$ cat config.mk
export PLATFORM = sky130hd
export DESIGN_NAME = ecc_err_logger
export DESIGN_NICKNAME = d
export VERILOG_FILES = /design/src/rtl/ecc_log_pkg.sv /design/src/rtl/ecc_log_rec.sv /design/src/rtl/ecc_log_serr.sv /design/src/rtl/ecc_log_par.sv /design/src/rtl/ecc_err_logger.sv
export SDC_FILE = /design/constraint.sdc
export NUM_CORES = 1
export LEC_CHECK = 0
export BUFFER_PORTS_ARGS = -buffer_cell sky130_fd_sc_hd__buf_4
export CAP_MARGIN = 0
export CORE_AREA = 8 8 45 47
export DETAILED_ROUTE_END_ITERATION = 10
export DIE_AREA = 0 0 53 55
export GPL_ROUTABILITY_DRIVEN = 0
export GPL_TIMING_DRIVEN = 0
export PLACE_DENSITY = 0.7
export REMOVE_ABC_BUFFERS = 1
export SYNTH_ARGS = -nofsm -noshare
export SYNTH_HDL_FRONTEND = slang
export SYNTH_SLANG_ARGS = --single-unit
$ cat constraint.sdc
create_clock -name clk -period 2.6 [get_ports clk]
set_input_delay 0.13 -clock clk [delete_from_list [all_inputs] [get_ports clk]]
set_output_delay 0.13 -clock clk [all_outputs]
set_load 0.02 [all_outputs]
$ cat src/rtl/ecc_log_pkg.sv
`timescale 1ns/1ps
package ecc_log_pkg;
  localparam int CFG_W       = 8;
  localparam int CFG_CE_SERR = 0;
  localparam int CFG_UE_SERR = 1;
  localparam int CFG_BADPAR  = 2;
  localparam int CFG_HOLD    = 7;
  localparam int N_CLASS     = 2;

  typedef enum logic { CLS_CE = 1'b0, CLS_UE = 1'b1 } err_class_e;

  // width of one {row, flag} record in the status word
  function automatic int rec_width(input int row_w);
    return row_w + 1;
  endfunction

  // bit position of a class flag in the status word
  function automatic int flag_pos(input int row_w, input int cls);
    return cls * rec_width(row_w);
  endfunction

  // level request: any enabled class with its flag set
  function automatic logic serr_level(input logic [N_CLASS-1:0] flags,
                                      input logic [N_CLASS-1:0] en);
    return |(flags & en);
  endfunction
endpackage

$ cat src/rtl/ecc_log_rec.sv
`timescale 1ns/1ps
module ecc_log_rec #(
  parameter int ROW_W = 3
) (
  input  logic             clk,
  input  logic             rst_n,
  input  logic             evt,
  input  logic [ROW_W-1:0] row_in,
  input  logic             clr,
  output logic             flag_q,
  output logic [ROW_W-1:0] row_q,
  output logic             rise
);
  logic take_row;

  // a new 0-to-1 transition of the flag
  assign rise     = evt & ~flag_q;
  // capture when the flag is clear, or is being cleared this cycle
  assign take_row = evt & (~flag_q | clr);

  always_ff @(posedge clk) begin
    if (!rst_n) begin
      flag_q <= 1'b0;
      row_q  <= '0;
    end else begin
      if (evt)      flag_q <= 1'b1;
      else if (clr) flag_q <= 1'b0;
      if (take_row) row_q  <= row_in;
    end
  end
endmodule

$ cat src/rtl/ecc_log_serr.sv
`timescale 1ns/1ps
module ecc_log_serr
  import ecc_log_pkg::*;
(
  input  logic               clk,
  input  logic               rst_n,
  input  logic [N_CLASS-1:0] rise,
  input  logic [N_CLASS-1:0] flags,
  input  logic [N_CLASS-1:0] en,
  input  logic               hold_mode,
  output logic               serr_n
);
  logic trig;
  logic pulse_q;
  logic lvl;

  assign trig = |(rise & en);
  assign lvl  = serr_level(flags, en);

  always_ff @(posedge clk) begin
    if (!rst_n) pulse_q <= 1'b0;
    else        pulse_q <= trig;
  end

  assign serr_n = hold_mode ? ~lvl : ~pulse_q;
endmodule

$ cat src/rtl/ecc_log_par.sv
`timescale 1ns/1ps
module ecc_log_par (
  input  logic clk,
  input  logic rst_n,
  input  logic ue_evt,
  input  logic force_en,
  output logic bad_par
);
  always_ff @(posedge clk) begin
    if (!rst_n) bad_par <= 1'b0;
    else        bad_par <= ue_evt & force_en;
  end
endmodule

$ cat src/rtl/ecc_err_logger.sv
`timescale 1ns/1ps
module ecc_err_logger
  import ecc_log_pkg::*;
#(
  parameter int ROW_W = 3,
  localparam int REC_W  = ROW_W + 1,
  localparam int STAT_W = N_CLASS * REC_W
) (
  input  logic              clk,
  input  logic              rst_n,
  input  logic              ce_evt,
  input  logic [ROW_W-1:0]  ce_row,
  input  logic              ue_evt,
  input  logic [ROW_W-1:0]  ue_row,
  input  logic [CFG_W-1:0]  cfg,
  input  logic              st_wr,
  input  logic [STAT_W-1:0] st_wdata,
  output logic [STAT_W-1:0] status,
  output logic              serr_n,
  output logic              bad_par
);
  logic [N_CLASS-1:0] evt_w;
  logic [N_CLASS-1:0] clr_w;
  logic [N_CLASS-1:0] flag_w;
  logic [N_CLASS-1:0] rise_w;
  logic [N_CLASS-1:0] en_w;
  logic [ROW_W-1:0]   row_in_w [N_CLASS];
  logic [ROW_W-1:0]   row_q_w  [N_CLASS];

  assign evt_w[CLS_CE]    = ce_evt;
  assign evt_w[CLS_UE]    = ue_evt;
  assign row_in_w[CLS_CE] = ce_row;
  assign row_in_w[CLS_UE] = ue_row;
  assign en_w[CLS_CE]     = cfg[CFG_CE_SERR];
  assign en_w[CLS_UE]     = cfg[CFG_UE_SERR];

  for (genvar k = 0; k < N_CLASS; k++) begin : g_rec
    assign clr_w[k] = st_wr & st_wdata[flag_pos(ROW_W, k)];

    ecc_log_rec #(.ROW_W(ROW_W)) u_rec (
      .clk    (clk),
      .rst_n  (rst_n),
      .evt    (evt_w[k]),
      .row_in (row_in_w[k]),
      .clr    (clr_w[k]),
      .flag_q (flag_w[k]),
      .row_q  (row_q_w[k]),
      .rise   (rise_w[k])
    );

    assign status[k*REC_W]            = flag_w[k];
    assign status[k*REC_W+1 +: ROW_W] = row_q_w[k];
  end

  ecc_log_serr u_serr (
    .clk       (clk),
    .rst_n     (rst_n),
    .rise      (rise_w),
    .flags     (flag_w),
    .en        (en_w),
    .hold_mode (cfg[CFG_HOLD]),
    .serr_n    (serr_n)
  );

  ecc_log_par u_par (
    .clk      (clk),
    .rst_n    (rst_n),
    .ue_evt   (ue_evt),
    .force_en (cfg[CFG_BADPAR]),
    .bad_par  (bad_par)
  );
endmodule

# Yosys cells after proc, flatten, opt, wreduce, memory -nomap -nowiden
# Cells that the tools add are included.
[totals]
register_bits = 10
latchBits = 0
ram_bits = 0
rom_bits = 0
input_bits = 27
out_inout_bits = 10
wordCells = 30
memories = 0
[op_classes]
addsub = 0
mul = 0
div = 0
order_cmp = 0
eq_ne = 0
shifts = 0
n_mux = 5
bitwise = 15
reduce_logical = 4
[ops]
columns = ["op", "n"]
rows = [
  ["$and 1x1->1", 7],
  ["$mux 1", 5],
  ["$and 2x2->2", 2],
  ["$not 1->1", 4],
  ["$reduce_bool 2->1", 2],
  ["$reduce_or 2->1", 2],
  ["$or 1x1->1", 2],
]

# Logic depth before layout (Yosys ltp)
# Gate-level depths: netlist of run 1.
[depth]
ltp_word = 4
mapped_depth = 3
ltp_nobuf = 3

# By module
# A second synthesis of run 1 with hierarchy kept.
[hier_totals]
hier_cells = 43
hier_area_um2 = 444.2
[by_module_without_submodules]
columns = ["module", "n_inst", "cells_per_inst", "area_per_inst_um2"]
rows = [
  ["ecc_log_rec", 2, 17, 176.4],
  ["ecc_log_serr", 1, 5, 52.6],
  ["ecc_log_par", 1, 2, 26.3],
  ["ecc_err_logger", 1, 2, 12.5],
]

# Least setup slack after synthesis of run 1
# No wires, ideal clock.
[synth_timing]
path_type = "reg-to-output"
start = "register u_serr.pulse_q"
end = "output port serr_n"
arrival_time_ns = 0.765
t_required_ns = 2.470
setup_slack_ns = 1.705
stages_incl_launch_ff = 2
path_buffers = 0
path_cell_list = "dfxtp_1 o21ai_0"
[synth_via]
elab_chain_cells = 2
[synth_lines]
columns = ["element", "line", "text"]
rows = [
  ["start, declared", "ecc_log_serr.sv:14", "logic pulse_q;"],
  ["start signal, assigned", "ecc_log_serr.sv:22", "else pulse_q <= trig;"],
  ["$not 1->1", "ecc_log_serr.sv:25", "assign serr_n = hold_mode ? ~lvl : ~pulse_q;"],
  ["$mux 1", "ecc_log_serr.sv:25", ""],
  ["end, declared", "ecc_err_logger.sv:19", "output logic serr_n,"],
]
# Every way passes these cells.

# Worst setup path after layout of run 1
[layout_timing]
start = "register g_rec[0].u_rec.flag_q"
end = "output port serr_n"
[layout_via]
elab_chain_cells = 4
[layout_lines]
columns = ["element", "line", "text"]
rows = [
  ["start, declared", "ecc_log_rec.sv:10", "output logic flag_q,"],
  ["start signal, assigned", "ecc_log_rec.sv:23", "flag_q <= 1'b0;"],
  ["start signal, assigned", "ecc_log_rec.sv:26", "if (evt) flag_q <= 1'b1;"],
  ["start signal, assigned", "ecc_log_rec.sv:27", "else if (clr) flag_q <= 1'b0;"],
  ["$and 2x2->2", "ecc_log_pkg.sv:25", "return |(flags & en);"],
  ["$reduce_or 2->1", "ecc_log_pkg.sv:25", ""],
  ["$not 1->1", "ecc_log_serr.sv:25", ""],
  ["$mux 1", "ecc_log_serr.sv:25", ""],
]
# Every way passes these cells.

==> results.ini, run 1 <==
[status]
outcome = completed

[worst_setup_path]
critical_path.startpoint_type = register
endpoint_kind = primary output
crit_fanout = 4
worstPathRequired_ns = 2.47
crit_arrival_ns = 1.05
crit_type = reg2out

[logic_synthesis]
synth_compound_area_share_pct = 14.57
post_synth_inst_count = 45
synth_top_family_by_area = simple AND/OR/NAND/NOR gates
yosysSeqAreaShare_pct = 45.71
synth_mux_area_share_pct = 13.71
yosys_warnings = 0
synth_xor_area_share_pct = 0
yosys.cell_types.count = 14
synthTopCellsByArea = dfxtp_1 (46%), mux2i_1 (14%), nand2_1 (13%), buf_4 (5.1%), a21boi_4 (4.3%)
synth_top_area_share_pct = 45.71
postSynthAreaPerCell_um2 = 9.732
synth_area_um2 = 437.9
yosys.area.top_type = dfxtp_1
synth_seq_cells = 10
synth-simple-area-share_pct = 20.86
synth_adder_area_share_pct = 0

[power]
power_density_nw_per_um2 = 580.2
vdd_drop_max_mv = 0.2508
p_int_mw = 0.2911
clkPwrFrac_pct = 35.8
p_seq_share_pct = 43.6
switchingPower_mw = 0.09588
comb_power_share_pct = 20.6
p_leak_nw = 0.3273
switching_share_pct = 24.78

[global_routing]
grt_pass1_vias = 412
grt_max_degree = 17
grt_overflow = 0
grt_pass1_wl_um = 1745
antenna_found_initial = 0
grt_usage_pct = 8.169

[layout]
layout-drive-gt1-share_pct = 47.22
instances_no_fill = 88
area_growth_pct = 52.29
nets = 100
antenna_cells = 0

[drt]
wire_per_inst_um = 12.40
totalWireLength_um = 1091
ant_nets = 0
firstDrtPassIters = 1
drcViolationCount = 0
via_count = 400
drt_iter0_markers = 0
routed_via_density = 4.545

[placed_design]
portBuffers = 26
post-dp-hpwl_um = 869
placed_cells_incl_taps = 84

[sta]
final.setup.tns_ns = 0
setup_viol = 0
rsz0062_at_grt = no
slew_headroom_pct = 85.01
worstMarginPinSlew_ns = 0.2239
hold_viol = 0
finClkSkew_ns = 0.0009028
post-route-period-util_pct = 45.44
min_period_ns = 1.182
fmax_ghz = 0.8463
slew_violations = 0

[cts]
cts-buffers-inserted = 3
htreeDepth = 1
cts_root_buf = clkbuf_4
post_cts_buffers = 0
clk_pin_slew_worst_paths_ns = 0.07
cts_tree = done
cts_sinks = 10
cts_buffer_depth = 2
cts_hold_buf = 0
clkLatencyLatePin_ns = 0.26
cts_resized = 0

[floorplanning]
io_pins = 37
die_area_um2 = 2915
die_w_um = 53
rows = 14
fp.dieH_um = 55
initial_core_util_pct = 31.65
design.core.area_um2 = 1384

[min_path]
min_path_type = in2reg

[job]
maxCapViolCount = 0

-- critical path, stage by stage, from the launching register on --
cell     delay (ns)
dfxtp_1        0.33
a22oi_1        0.17
nand2_1        0.07
o21ai_0        0.06
buf_4          0.16
-- per-layer routing --
| layer | share of wire [%] | track usage, % | wire length, µm | vias up |
|---|---|---|---|---|
| li1 | - | - | - | 202 |
| met1 | 40 | 7.669 | 433 | 180 |
| met2 | 44 | 12.89 | 484 | 18 |
| met3 | 16 | 5.615 | 173 | 0 |
| met4 | 0 | 5.172 | 0 | 0 |
| met5 | 0 | 0 | 0 | - |
-- flip-flops by register name, indices dropped and copies added (netlist names) --
name                count
g_rec.u_rec.flag_q      2
g_rec.u_rec.row_q       6
u_par.bad_par           1
u_serr.pulse_q          1
-- cell type report --
class | count | area, µm²
Fill cell | 137 | 716.9
Multi-Input combinational cell | 32 | 215.2
Sequential cell | 10 | 200.2
Timing Repair Buffer | 26 | 195.2
Clock buffer | 4 | 36.28
Tap cell | 16 | 20.02
-- placed cells by master (no fill, tap or decap) --
master	count
buf_4	26
nand2_1	15
dfxtp_1	10
mux2i_1	6
clkbuf_4	3
o21a_1	2
a22oi_1	1
o21ai_0	1
a21boi_4	1
nor2b_2	1
a21boi_2	1
nor2b_4	1
and3_1	1
o22ai_1	1
and2_1	1
clkbuf_8	1
-- cell usage after synthesis --
master    instances
nand2_1          15
dfxtp_1          10
mux2i_1           6
buf_4             3
o21a_1            2
a21boi_2          1
a21boi_4          1
a22oi_1           1
and2_1            1
and3_1            1
nor2b_2           1
nor2b_4           1
o21ai_0           1
o22ai_1           1
-- metrics by stage --
step                power (mW)  hold WS, ns  area (µm²)  utilization (%)  worst slack [ns]
floorplan               0.2085       0.2475       415.4                -             1.600
global placement        0.2509       0.3575       630.6            45.57             1.664
detailed placement      0.2530       0.3612       630.6            45.57             1.640
CTS                     0.3931      0.09127       666.9            48.19             1.407
global route            0.4104      0.08619       666.9            48.19             1.326
finish                  0.3870      0.09787       666.9            48.19             1.418
-- worst paths after layout --
| check | slack [ns] | from | to | depth (start not counted) |
|---|---|---|---|---|
| worst max-delay path | 1.42 | g_rec[0].u_rec.flag_q$_SDFFE_PN0P_ | serr_n | 4 |
| worst max register to register | 1.62 | g_rec[1].u_rec.flag_q$_SDFFE_PN0P_ | g_rec[1].u_rec.row_q[0]$_SDFFE_PN0P_ | 3 |
| worst min register to register | 0.46 | g_rec[0].u_rec.row_q[2]$_SDFFE_PN0P_ | g_rec[0].u_rec.row_q[2]$_SDFFE_PN0P_ | 2 |
| worst min-delay path | 0.1 | ce_evt | g_rec[0].u_rec.flag_q$_SDFFE_PN0P_ | 2 |
-- power groups by stage --
stage / registers (mW) / clock network, mW / logic (mW)
floorplan: 0.183 / 0 / 0.0255
global placement: 0.172 / 0 / 0.0792
detailed placement: 0.172 / 0 / 0.0806
CTS: 0.169 / 0.143 / 0.0809
global route: 0.170 / 0.154 / 0.0867
finish: 0.169 / 0.138 / 0.0797
-- logic make-up (layout without fill, tap and decap cells) --
kind of cell	count (synthesis)	count (layout)
buffers and inverters	3	30
AND/OR/NAND/NOR	19	19
multiplexers	6	6
AO/OA/AOI/OAI	7	7
flip-flops	10	10
No activity file was read; power rests on OpenSTA's default activity.
==> run 2, diff against run 1 <==
Settings changed: ABC_AREA from default to 1.
Clock period 2.6 ns to 1.17 ns, I/O delays scaled along.
==> run 2 against run 1 <==
Compared with the run above:
- register-to-register slack worse by 1.4 ns
- largest cell class is now flip-flops and latches
- combinational power is 140% higher
- synthesized cell count is 40% higher
- via count is 19% higher
- cell area is 2.1% lower
- clock skew hardly changed
- critical endpoint unchanged
- critical path type unchanged
- clock power is 64% higher
==> results.ini, run 2 <==
[logic_synthesis]
synth_area_um2 = 437.9  ; unchanged
synth_top_cells_by_count = nand2_1 (15), dfxtp_1 (10), a21oi_1 (8), inv_1 (8), nor2_1 (8)
yosys.cell_types.count = 11  ; -3
yosys_warnings = 0  ; unchanged
yosys.area.top_type = dfxtp_1
postSynthAreaPerCell_um2 = 6.951  ; -29%
synth_seq_cells = 10  ; unchanged
yosysSeqAreaShare_pct = 45.71  ; unchanged
synth_top_area_share_pct = 45.71  ; unchanged
post_synth_inst_count = 63  ; +40%
synth_most_common_cell = nand2_1
synth-edff-count = 0  ; unchanged
async_reset_ff_share_pct = 0  ; unchanged
synthFlopType = dfxtp_1
synthTopCellsByArea = dfxtp_1 (46%), nand2_1 (13%), a21oi_1 (9.1%), nand3_1 (8.0%), inv_1 (6.9%)

[placed_design]
post-dp-hpwl_um = 938.2  ; +8.0%
portBuffers = 26  ; unchanged
placed_cells_incl_taps = 102  ; +21%

[layout]
multi_input_area_um2 = 181.4  ; -16%
area_growth_pct = 49.14
regMostFlops = g_rec.u_rec.row_q
fin_util_pct = 47.20  ; -0.99 points
reg.largest.list = g_rec.u_rec.row_q (6), g_rec.u_rec.flag_q (2)
instances_no_fill = 105  ; +19%
layout-drive-gt1-share_pct = 35.96  ; -11 points
layout_commonest_cell = buf_4
nets = 118  ; +18%
nFillCells = 138  ; +0.73%
final_cell_mix = buf_4 (26), nand2_1 (15), dfxtp_1 (10)
largest_reg_flops = 6  ; unchanged
seq_area_um2 = 200.2  ; unchanged
antenna_cells = 0  ; unchanged

[power]
comb_power_share_pct = 24.1  ; +3.5 points
switching_share_pct = 27.76  ; +3.0 points
clkPwrFrac_pct = 28.3  ; -7.5 points
p_leak_nw = 0.3532  ; +7.9%
vdd_drop_max_mv = 0.5391  ; +110%
p_int_mw = 0.5769  ; +98%
power_density_nw_per_um2 = 1223  ; +110%
p_seq_share_pct = 47.6  ; +4.0 points
switchingPower_mw = 0.2216  ; +130%

[cts]
htreeDepth = 1  ; unchanged
cts_resized = 0  ; unchanged
cts_tree = done
cts_hold_buf = 0  ; unchanged
clk_pin_slew_worst_paths_ns = 0.06  ; about the same
cts_sinks = 10  ; unchanged
cts_buffer_depth = 2  ; unchanged
post_cts_buffers = 0  ; unchanged
cts-buffers-inserted = 3  ; unchanged
cts_root_buf = clkbuf_4
clkLatencyLatePin_ns = 0.26  ; about the same

[worst_setup_path]
worstPathRequired_ns = 1.11  ; -1.36 ns
worstReg2RegEnd = g_rec[1].u_rec.row_q[0]$_SDFFE_PN0P_
cp-startpoint = g_rec[0].u_rec.flag_q$_SDFFE_PN0P_
r2r_cells = 3  ; unchanged
crit_arrival_ns = 1.01  ; -0.04 ns
crit_end = serr_n
endpoint_kind = primary output
crit_fanout = 4  ; unchanged
r2r_start = g_rec[1].u_rec.flag_q$_SDFFE_PN0P_
rrSetupSlack_ns = 0.23  ; -1.39 ns
critical_path.startpoint_type = register
crit_type = reg2out

[sta]
slew_violations = 0  ; unchanged
hold_viol = 0  ; unchanged
setup_viol = 0  ; unchanged
finClkSkew_ns = 0.0006304  ; -0.0002724 ns
fmax_ghz = 0.9369
hold_ws_ns = 0.02397  ; -0.07390 ns
worstMarginPinSlew_ns = 0.2322  ; +0.008360 ns
min_period_ns = 1.067
rsz0062_at_grt = no
post-route-period-util_pct = 91.23
final.setup.tns_ns = 0  ; unchanged
slew_headroom_pct = 84.48  ; -0.53 points

[drt]
drt_iter0_markers = 11  ; +11
firstDrtPassIters = 4  ; +3
totalWireLength_um = 1233  ; +13%
ant_nets = 0  ; unchanged
routed_via_density = 4.524  ; -0.48%
via_count = 475  ; +19%
drcViolationCount = 0  ; unchanged
wire_per_inst_um = 11.74  ; -5.3%

[global_routing]
grt_pass1_wl_um = 1814  ; +4.0%
grt_pass1_vias = 438  ; +6.3%
grt_usage_pct = 8.384  ; +0.21 points
grt_max_degree = 9  ; -8
antenna_found_initial = 0  ; unchanged
grt_overflow = 0  ; unchanged

[status]
outcome = completed

[floorplanning]
die_area_um2 = 2915  ; unchanged
die_w_um = 53  ; unchanged
design.core.area_um2 = 1384  ; unchanged
fp.dieH_um = 55  ; unchanged
rows = 14  ; unchanged
initial_core_util_pct = 31.65  ; unchanged
io_pins = 37  ; unchanged

[min_path]
hold_depth = 3  ; +1
min_path_type = in2reg

[job]
maxCapViolCount = 0  ; unchanged

==> run 2: cell count changes in the layout (fill, tap and decap cells not counted), sizes merged <==
cell / delta
a22oi: -1
a21boi: -2
and3: -1
nand3: +7
o21a: -2
nor2b: -2
nor2: +9
a21oi: +9
mux2i: -6
o22ai: -1
and2: -1
clkbuf: -1
inv: +9
==> run 2: kinds of logic after synthesis <==
logic type,synth area share (%)
flip-flops,45.71
AO/OA/AOI/OAI,12.29
buffers and inverters,12.86
AND/OR/NAND/NOR,29.14
==> run 2: critical path, cell delays in order (launching register included) <==
cell and delay [ns]:
dfxtp_1 0.38, nand2_1 0.07, nand3_1 0.07, o21ai_0 0.07
buf_4 0.16
==> run 2: through the flow <==
step,instance area [µm²],worst slack [ns],power (mW)
finish,653.1,0.1027,0.7985
CTS,653.1,0.09714,0.8073
global placement,630.6,0.3038,0.5749
global route,653.1,0.02792,0.8429
floorplan,415.4,0.2158,0.4766
detailed placement,630.6,0.2711,0.5802
==> run 2: metal layers <==
metal / global-route usage, % / part of all wire, % / vias to the layer above
met5: 0 / 0 / -
met4: 5.172 / 0.81 / 0
met3: 4.278 / 12 / 2
met2: 13.87 / 47 / 20
met1: 8.270 / 40 / 206
li1: - / - / 247
==> run 2: area by class of cell <==
type	instances	share of cell area (%)
multi-input combinational	41	27.78
clock buffer	3	3.448
sequential	10	30.65
timing repair buffer	26	29.89
inverter	9	5.172
tap	16	3.065
==> run 2: worst min path at each step <==
stage / startpoint / to / slack (ns)
final: cfg[2] / u_par.bad_par$_SDFF_PN0_ / 0.02
after global routing: cfg[2] / u_par.bad_par$_SDFF_PN0_ / 0.04
after CTS: cfg[2] / u_par.bad_par$_SDFF_PN0_ / 0.03
after floorplan: ue_evt / u_par.bad_par$_SDFF_PN0_ / 0.17
after global placement: cfg[2] / u_par.bad_par$_SDFF_PN0_ / 0.29
after detailed placement: cfg[2] / u_par.bad_par$_SDFF_PN0_ / 0.30
==> run 2: power by group through the flow <==
stage	clock network (mW)	registers, mW	logic, mW
2_1_floorplan	0	0.415	0.0620
3_3_place_gp	0	0.387	0.188
3_5_place_dp	0	0.387	0.193
4_1_cts	0.233	0.380	0.194
5_1_grt	0.248	0.383	0.212
6_report	0.226	0.380	0.193
==> run 3, diff against run 2 <==
Settings changed: ABC_AREA 1 to default, PLACE_DENSITY 0.7 to 0.78.
==> run 3 against run 2 <==
Compared with the run above:
- critical path type unchanged
- largest power group unchanged
- via count is 16% lower
- total power fell by 3.4%
- critical path depth is the same
- register-to-register slack got worse by 0.03 ns
- clock-buffer cell count stayed put
- sequential share of layout area shrank 0.10 points
- cell count down 17%
- non-clock buffer count unchanged
==> results.ini, run 3 (synthesis gave the netlist of run 1 again) <==
[status]
outcome = completed

[power]
vdd_drop_max_mv = 0.6336  ; +18%
p_int_mw = 0.5781  ; +0.21%
p_leak_nw = 0.3206  ; -9.2%
switchingPower_mw = 0.1934  ; -13%
clkPwrFrac_pct = 28.0  ; -0.3 points
switching_share_pct = 25.07  ; -2.7 points
finalPower_mw = 0.7715  ; -3.4%
power_density_nw_per_um2 = 1170  ; -4.3%
p_seq_share_pct = 48.9  ; +1.3 points
comb_power_share_pct = 23.0  ; -1.1 points

[cts]
htreeDepth = 1  ; unchanged
cts_buffer_depth = 2  ; unchanged
cts_root_buf = clkbuf_4
post_cts_buffers = 0  ; unchanged
cts_sinks = 10  ; unchanged
cts-buffers-inserted = 3  ; unchanged
clkLatencyLatePin_ns = 0.25  ; about the same
cts_tree = done
clk_pin_slew_worst_paths_ns = 0.06  ; about the same

[global_routing]
gr-max-usage-layer = met2
antenna_found_initial = 0  ; unchanged
grt_usage_pct = 7.726  ; -0.66 points
grt_pass1_wl_um = 1649  ; -9.1%
use_met2_pct = 13.09  ; -0.78 points
use_met3_pct = 4.813  ; +0.53 points
grt_pass1_vias = 402  ; -8.2%
grt_overflow = 0  ; unchanged
grt_max_degree = 17  ; +8
met1_usage_pct = 6.738  ; -1.5 points

[sta]
min_period_ns = 1.101  ; +0.03321 ns
slew_headroom_pct = 85.94  ; +1.5 points
setup_viol = 0  ; unchanged
fmax_ghz = 0.9086  ; -3.0%
hold_ws_ns = 0.03717  ; +0.01320 ns
final.setup.tns_ns = 0  ; unchanged
slew_violations = 0  ; unchanged
finClkSkew_ns = 0.0005567  ; -0.00007369 ns
worstMarginPinSlew_ns = 0.2100  ; -0.02226 ns
worst_slack_ns = 0.06944  ; -0.03321 ns
post-route-period-util_pct = 94.06  ; +2.8 points
rsz0062_at_grt = no
hold_viol = 0  ; unchanged

[layout]
nets = 100  ; -15%
stdcell_area_um2 = 659.4  ; +0.96%
instances_no_fill = 87  ; -17%
reg.largest.list = g_rec.u_rec.row_q (6), g_rec.u_rec.flag_q (2)
fin_util_pct = 47.65  ; +0.45 points
antenna_cells = 0  ; unchanged
largest_reg_flops = 6  ; unchanged
layout_commonest_cell = buf_4
layout-drive-gt1-share_pct = 49.30  ; +13 points
regMostFlops = g_rec.u_rec.row_q
final_cell_mix = buf_4 (26), nand2_1 (15), dfxtp_1 (9), mux2i_1 (6), clkbuf_4 (3)
area_growth_pct = 50.57

[worst_setup_path]
crit_type = reg2out
crit_arrival_ns = 1.04  ; +0.03 ns
crit_fanout = 4  ; unchanged
path_cells = a22oi_2 > nand2_1 > o21ai_0 > buf_4
endpoint_kind = primary output
crit_buf_inv = 1  ; unchanged
crit_slowest_cell = dfxtp_2
critical_path.startpoint_type = register
cpLargestDelayFamily = flip-flops
worstPathRequired_ns = 1.11  ; about the same
slowest_delay_ns = 0.34  ; -0.04 ns

[drt]
routed_via_density = 4.609  ; +1.9%
totalWireLength_um = 1085  ; -12%
firstDrtPassIters = 4  ; unchanged
drcViolationCount = 0  ; unchanged
wire_per_inst_um = 12.47  ; +6.2%
ant_nets = 0  ; unchanged
via_count = 401  ; -16%
drt_iter0_markers = 3  ; -8

[floorplanning]
die_area_um2 = 2915  ; unchanged
fp.dieH_um = 55  ; unchanged
io_pins = 37  ; unchanged
rows = 14  ; unchanged
design.core.area_um2 = 1384  ; unchanged
die_w_um = 53  ; unchanged
initial_core_util_pct = 31.65  ; unchanged

[job]
maxCapViolCount = 0  ; unchanged

[min_path]
min_path_type = in2reg

[placed_design]
post-dp-hpwl_um = 875.2  ; -6.7%
place_ws_ns = 0.2094  ; -0.06166 ns
portBuffers = 26  ; unchanged
placed_cells_incl_taps = 84  ; -18%
placed_area_um2 = 630.6  ; unchanged

[run 3: cell types whose count changed in the layout (fill, tap and decap cells not counted), moves of 2 or more]
cell	previous run	this run
inv_1	8	0
o21a_1	0	2
nand3_1	7	0
nor2_1	8	0
a21oi_1	8	0
mux2i_1	0	6
[run 3: cell type report]
type                            count  area, µm²
Tap cell                           16      20.02
Multi-Input combinational cell     32      220.2
Timing Repair Buffer               26      195.2
Fill cell                         158      724.4
Sequential cell                    10      201.4
Clock buffer                        3      22.52
[run 3: worst reg2reg max path, stage by stage (launching register included)]
cell      delay [ns]
dfxtp_1         0.34
a21boi_4        0.16
nor2b_2         0.21
mux2i_1         0.20
[run 3: per-layer routing]
layer / vias up / wire (µm) / share of wire [%]
li1: 201 / - / -
met3: 2 / 135 / 12
met4: 0 / 8 / 0.74
met5: - / 0 / 0
met1: 179 / 388 / 36
met2: 19 / 552 / 51
[run 3: power by group through the flow]
| stage | Combinational, mW | Sequential, mW | Clock, mW |
|---|---|---|---|
| finish | 0.178 | 0.377 | 0.216 |
| global route | 0.192 | 0.381 | 0.252 |
| CTS | 0.179 | 0.375 | 0.228 |
| detailed placement | 0.179 | 0.383 | 0 |
| global placement | 0.176 | 0.382 | 0 |
| floorplan | 0.0567 | 0.407 | 0 |
[run 3: timing repair]
action,in CTS,in global routing
setup endpoints to repair,0,1
hold buffers,0,0
endpoints found under the hold margin,0,0
resized for setup,0,2
[run 3: path summary, 6_finish.rpt]
path                                              from                                    to  slack (ns)  depth (start not counted)
setup / recovery    g_rec[0].u_rec.flag_q$_SDFFE_PN0P_                                serr_n        0.07                          4
hold / removal                                  ce_evt    g_rec[0].u_rec.flag_q$_SDFFE_PN0P_        0.04                          2
setup reg to reg    g_rec[1].u_rec.flag_q$_SDFFE_PN0P_  g_rec[1].u_rec.row_q[1]$_SDFFE_PN0P_        0.20                          3
hold reg to reg   g_rec[0].u_rec.row_q[1]$_SDFFE_PN0P_  g_rec[0].u_rec.row_q[1]$_SDFFE_PN0P_        0.46                          2
